--- config.mk ---
export PLATFORM = sky130hd
export DESIGN_NAME = irq_pacer
export DESIGN_NICKNAME = d
export VERILOG_FILES = /design/src/rtl/irq_pacer.sv
export SDC_FILE = /design/constraint.sdc
export NUM_CORES = 1
export LEC_CHECK = 0
export BUFFER_PORTS_ARGS = -buffer_cell sky130_fd_sc_hd__buf_4
export CORE_MARGIN = 8
export CORE_UTILIZATION = 62
export DETAILED_ROUTE_END_ITERATION = 8
export GPL_ROUTABILITY_DRIVEN = 0
export GPL_TIMING_DRIVEN = 0
export PLACE_DENSITY_LB_ADDON = 0.08
export SLEW_MARGIN = 20
export SYNTH_ARGS = -nofsm -noshare
export SYNTH_HDL_FRONTEND = slang
export SYNTH_SLANG_ARGS = --single-unit
--- constraint.sdc ---
create_clock -name clk -period 4.2 [get_ports clk]
set_input_delay 1.26 -clock clk [delete_from_list [all_inputs] [get_ports clk]]
set_output_delay 1.26 -clock clk [all_outputs]
set_load 0.02 [all_outputs]
--- src/rtl/irq_pacer.sv ---
module irq_pacer #(
  parameter int IVL_W    = 16,
  parameter int UNIT_CYC = 32
) (
  input  logic             clk,
  input  logic             rst_n,
  input  logic             req_i,
  input  logic             ivl_we,
  input  logic [IVL_W-1:0] ivl_wdata,
  input  logic             ack_i,
  output logic             irq_o
);

  localparam int PW = (UNIT_CYC > 1) ? $clog2(UNIT_CYC) : 1;
  localparam logic [PW-1:0] PRE_LAST = PW'(UNIT_CYC - 1);

  logic [IVL_W-1:0] ivl_q;
  logic [IVL_W-1:0] cnt_q;
  logic [PW-1:0]    pre_q;
  logic             irq_q;

  wire tick   = (pre_q == PRE_LAST);
  wire open_w = (cnt_q == '0) || (cnt_q == IVL_W'(1) && tick);
  wire set_w  = req_i && !irq_q && !ack_i && open_w;

  assign irq_o = irq_q;

  always_ff @(posedge clk) begin
    if (!rst_n) begin
      ivl_q <= '0;
      cnt_q <= '0;
      pre_q <= '0;
      irq_q <= 1'b0;
    end else begin
      if (ivl_we) ivl_q <= ivl_wdata;

      if (set_w)                irq_q <= 1'b1;
      else if (ack_i || !req_i) irq_q <= 1'b0;

      if (set_w) begin
        cnt_q <= ivl_q;
        pre_q <= '0;
      end else if (cnt_q != '0) begin
        if (tick) begin
          cnt_q <= cnt_q - 1'b1;
          pre_q <= '0;
        end else begin
          pre_q <= pre_q + 1'b1;
        end
      end else begin
        pre_q <= '0;
      end
    end
  end

  logic [31:0] gap_q;
  logic [31:0] need_q;

  always_ff @(posedge clk) begin
    if (!rst_n) begin
      gap_q  <= '1;
      need_q <= '0;
    end else if (set_w) begin
      gap_q  <= 32'd1;
      need_q <= 32'(ivl_q) * 32'(UNIT_CYC);
    end else if (gap_q != '1) begin
      gap_q <= gap_q + 32'd1;
    end
  end

  assert_min_spacing_R3: assert property (@(posedge clk) disable iff (!rst_n)
    set_w |-> (gap_q >= need_q));

  assert_ack_clears_R6: assert property (@(posedge clk) disable iff (!rst_n)
    ack_i |=> !irq_o);

  assert_drop_clears_R7: assert property (@(posedge clk) disable iff (!rst_n)
    !req_i |=> !irq_o);

  assert_rise_needs_req_R9: assert property (@(posedge clk) disable iff (!rst_n)
    $rose(irq_o) |-> $past(req_i));

endmodule

==> flow_summary.toml, run 1 <==
[timing]
tightestPinTransition_ns = 0.853
tns_ns = 0
slew_headroom_pct = 42.6
min_period_ns = 2.99
timing.final.hold_violations = 0
fin_crit_sh_pct = 71.1
skew_ns = 0.00738
setup_slack_ns = 1.21
maxSlewViolCount = 0
rsz0062_at_grt = "false"
whs_ns = 0.479
fmax_mhz = 335
setup_viol = 0

[setup_path]
cp_data_arrival_time_ns = 3.22
worst-path-max-fanout = 10
worstSetupPathType = "in -> reg"
critPathSlowestCell = "or3b_2"
cp_top_family = "simple AND/OR/NAND/NOR gates"
endpoint_kind = "flop"
path_cells = "buf_4, or3b_2, nor2_1, nand3_2, buf_2, mux2i_1, o22ai_2"
startpoint_type = "primary input"
slowest_delay_ns = 0.46
required_ns = 4.43
path_buf_inv = 2

[clocking]
cts_tree = "built"
post_cts_buffers = 0
numCtsBuffers = 5
clock_path_buffers = 2
clkTransAtPathRegs_ns = 0.11
cts_sinks = 38
clock_latency_ns = 0.34
ctsHoldBuffers = 0
cts_htree_levels = 2
clockRootBuffer = "clkbuf_4"
ctsResizeCount = 0

[synth]
synth_warnings = 0
synth_nets = 249
async_reset_ff_share_pct = 0
ys_seq_area_share_pct = 37.3
syn_avg_cell_area_um2 = 9.13
synth.distinct_cells = 48
synth.area.top_cells = "dfxtp_1 (37%), mux2i_1 (13%), nor2b_1 (4.9%)"
synthFlopType = "dfxtp_1"
synth-edff-count = 0
synth_top_cell_by_area = "dfxtp_1"
yosys-top-cells-count = "dfxtp_1 (38), mux2i_1 (26), nand2_1 (19)"
synth_top_area_share_pct = 37.3
synthCells = 223
syn-cell-area_um2 = 2040
synth-seq-cells = 38
yosysMostFrequentCell = "dfxtp_1"

[drt]
drtIter0Drc = 146
highest-signal-layer = "met4"
dr_wl_met3_um = 268
vias = 1764
first_pass_iters = 5
routedWlPerCell_um = 15.4
postRouteAntennaNets = 0
viasPerCell = 6.00
drc = 0
drt-met1-wl_um = 2140
routed_wl_um = 4540
wl_met2_um = 2020

[final_layout]
finalInstanceArea_um2 = 2290
final_util_pct = 70.2
seqCellArea_um2 = 761
fin_nets = 275
drive_above_1_share_pct = 17.3
diodes = 0
final_cells = 294
nFillCells = 296
multiInputGateArea_um2 = 1180
area_growth_pct = 12.3

[floorplanning]
fp.coreArea_um2 = 3260
start_util_pct = 62.5
die-area_um2 = 5380
chipHeight_um = 73.3
rows = 21
dieWidth_um = 73.3
num_io_pins = 22

[min_path]
hold_class = "reg -> reg"

[pwr]
totalPowerFinal_mw = 1.23
powerDensity_nw_per_um2 = 539
power.leakage_nw = 0.963
peakVddDrop_mv = 0.286

[job]
maxCapViolCount = 0

[global_routing]
grt.total_usage_pct = 18.5
grt_pass1_vias = 1690
grt_max_degree = 11
grt-ovfl-total = 0
grt_pass1_wl_um = 7690
antenna_found_initial = 0

[place]
portBuffers = 19
dpl.cell_count = 288
hpwl_um = 3340
dp_slack_ns = 0.881
dpl_cell_area_um2 = 2240

[run_status]
status = "complete, no violations"
-- final timing paths --
| check | cells after the start | slack [ns] | endpoint | start |
|---|---|---|---|---|
| worst max register to register | 10 | 1.30 | cnt_q[4] | pre_q[0] |
| worst min-delay path | 1 | 0.48 | pre_q[0] | pre_q[0] |
| worst max-delay path | 7 | 1.21 | cnt_q[4] | ack_i |
| worst min register to register | 1 | 0.48 | pre_q[0] | pre_q[0] |
-- worst register-to-register path: cells and delay by family (launching register included) --
kind,cells,cell delay [ns]
and+or+nand+nor,3,0.92
AOI/OAI and AO/OA,2,0.24
DFF,1,0.40
muxes,1,0.22
buffers and inverters,2,0.65
adders and majority gates,2,0.35
-- cells by family after synthesis --
| kind of cell | Yosys count | share of synthesized area, % |
|---|---|---|
| AND/OR/NAND/NOR | 88 | 24.4 |
| AO/OA/AOI/OAI | 43 | 16.2 |
| flip-flops | 38 | 37.3 |
| multiplexers | 27 | 13.3 |
| buffers and inverters | 20 | 4.73 |
| adder cells (fa/ha/maj) | 5 | 3.07 |
| XOR/XNOR | 2 | 0.860 |
-- report_power, final --
group / internal (mW) / switching (mW)
clock: 0.0755 / 0.112
sequential: 0.403 / 0.0368
combinational: 0.244 / 0.362
total: 0.723 / 0.511
-- per-layer routing --
metal  vias to the layer above  global-route usage [%]
met2                        57                    29.3
met1                       838                    21.9
met5                         -                       0
met3                        11                    5.05
met4                         0                    10.6
li1                        858                       -
-- flip-flops by register name, indices dropped and copies added (netlist names) --
signal / count
cnt_q: 16
ivl_q: 16
irq_o: 1
pre_q: 5
-- placed cells by master (no fill, tap or decap), types with 4 or more instances in the layout --
cell and n:
a21oi_1 13, and3_1 4, buf_4 20, clkbuf_1 9
clkbuf_4 5, dfxtp_1 38, ha_1 5, inv_1 6
mux2i_1 26, nand2_1 19, nand3_1 8, nor2_1 12
nor2b_1 16, nor3_1 4, nor4_1 5, o22ai_1 4
o22ai_2 5
-- layout make-up --
class                   count  area share (%)
clock buffers               6            2.24
well taps                  46            2.52
repair buffers             19            6.23
multi-input cells         165            51.6
plain buffers              14            3.23
flip-flops and latches     38            33.2
inverters                   6           0.984
Note: power is estimated with default switching activity, not from simulation.
==> inputs of run 2 (changes only) <==
--- a/config.mk
+++ b/config.mk
@@ -7,7 +7,7 @@
 export LEC_CHECK = 0
 export BUFFER_PORTS_ARGS = -buffer_cell sky130_fd_sc_hd__buf_4
 export CORE_MARGIN = 8
-export CORE_UTILIZATION = 62
+export CORE_UTILIZATION = 52
 export DETAILED_ROUTE_END_ITERATION = 8
 export GPL_ROUTABILITY_DRIVEN = 0
 export GPL_TIMING_DRIVEN = 0
==> constraint.sdc (replaced) <==
create_clock -name clk -period 2.7 [get_ports clk]
set_input_delay 0.81 -clock clk [delete_from_list [all_inputs] [get_ports clk]]
set_output_delay 0.81 -clock clk [all_outputs]
set_load 0.02 [all_outputs]
==> flow_summary.toml, run 2 (synthesis gave the netlist of run 1 again) <==
[run_status]
status = "complete, no violations"

[clocking]
clock_latency_ns = 0.29
post_cts_buffers = 0
clockRootBuffer = "clkbuf_8"
numCtsBuffers = 5
cts_htree_levels = 2
cts_tree = "built"
cts_sinks = 38
clock_path_buffers = 2
clkTransAtPathRegs_ns = 0.07

[setup_path]
cp_data_arrival_time_ns = 2.65
slowest_delay_ns = 0.46
required_ns = 2.85
worstSetupPathType = "reg -> reg"
startpoint_type = "flop"
path_cells = "ha_1, and3_1, ha_2, or3b_1, or3_1, a2111oi_0, o22ai_1"
worst-path-max-fanout = 9
cp_top_family = "simple AND/OR/NAND/NOR gates"
path_buf_inv = 0
critPathSlowestCell = "a2111oi_0"
endpoint_kind = "flop"

[final_layout]
layout_common_cells = "dfxtp_1 (38), mux2i_1 (26), buf_4 (20)"
area_growth_pct = 14.4
nFillCells = 348
diodes = 0
drive_above_1_share_pct = 18.5
reg_top3 = "cnt_q: 16 flops, ivl_q: 16 flops, pre_q: 5 flops"
final_common_cell = "dfxtp_1"
final_util_pct = 62.7
fin_nets = 274

[global_routing]
grt.total_usage_pct = 15.4
grt-ovfl-total = 0
grt_pass1_vias = 1615
antenna_found_initial = 0
grt_max_degree = 11
grt_pass1_wl_um = 7700

[place]
portBuffers = 19
hpwl_um = 3320

[timing]
fmax_mhz = 400
timing.final.hold_violations = 0
setup_viol = 0
min_period_ns = 2.50
slew_headroom_pct = 53.1
rsz0062_at_grt = "false"
whs_ns = 0.447
fin_crit_sh_pct = 92.5
skew_ns = 0.00389
maxSlewViolCount = 0
tightestPinTransition_ns = 0.703

[pwr]
powerDensity_nw_per_um2 = 853
power.leakage_nw = 0.968
peakVddDrop_mv = 0.427

[floorplanning]
fp.coreArea_um2 = 3720
rows = 22
start_util_pct = 54.8
dieWidth_um = 78.6
chipHeight_um = 78.6
die-area_um2 = 6180
num_io_pins = 22

[drt]
routed_wl_um = 4530
routedWlPerCell_um = 15.3
first_pass_iters = 4
postRouteAntennaNets = 0
viasPerCell = 5.77
drc = 0
vias = 1709
drtIter0Drc = 128

[job]
maxCapViolCount = 0

[min_path]
hold_class = "reg -> reg"
## run 2: metrics by stage
step	instances	cell area, µm²	TNS, ns	setup slack, ns	power (mW)
after floorplan	223	2040	0	0.281	1.41
after global placement	290	2240	-1.19	-0.135	1.62
after detailed placement	290	2240	-1.34	-0.138	1.62
after CTS	297	2320	0	0.0460	1.99
after global routing	296	2330	0	0.0360	2.12
final	296	2330	0	0.202	1.99
## run 2: layer usage
layer,global-route usage (%),share of wire [%]
met1,19.9,46
met2,23.9,43
met3,4.56,9.3
met4,5.00,1.7
met5,0,0
## run 2: power by group
group	leakage (nW)	internal [mW]	switching, mW
clock	0.0383	0.178	0.180
sequential	0.310	0.627	0.0541
combinational	0.620	0.379	0.569
## run 2: worst paths after layout
check,start,to,slack (ns),cells after the start
max,pre_q[0],cnt_q[9],0.20,7
min,pre_q[0],pre_q[0],0.45,1
max reg2reg,pre_q[0],cnt_q[9],0.20,7
min reg2reg,pre_q[0],pre_q[0],0.45,1
## run 2: area by class of cell
cell class | count | area [µm²] | share of cell area, %
buffer | 13 | 70.1 | 3.01
clock buffer | 7 | 76.3 | 3.28
inverter | 6 | 22.5 | 0.967
multi-input combinational | 165 | 1200 | 51.4
sequential | 38 | 761 | 32.7
tap | 48 | 60.1 | 2.58
timing repair buffer | 19 | 143 | 6.12
## run 2: what timing repair did
action	in CTS	in global routing
hold buffers	0	0
resized for setup	1	3
setup endpoints to repair	5	14
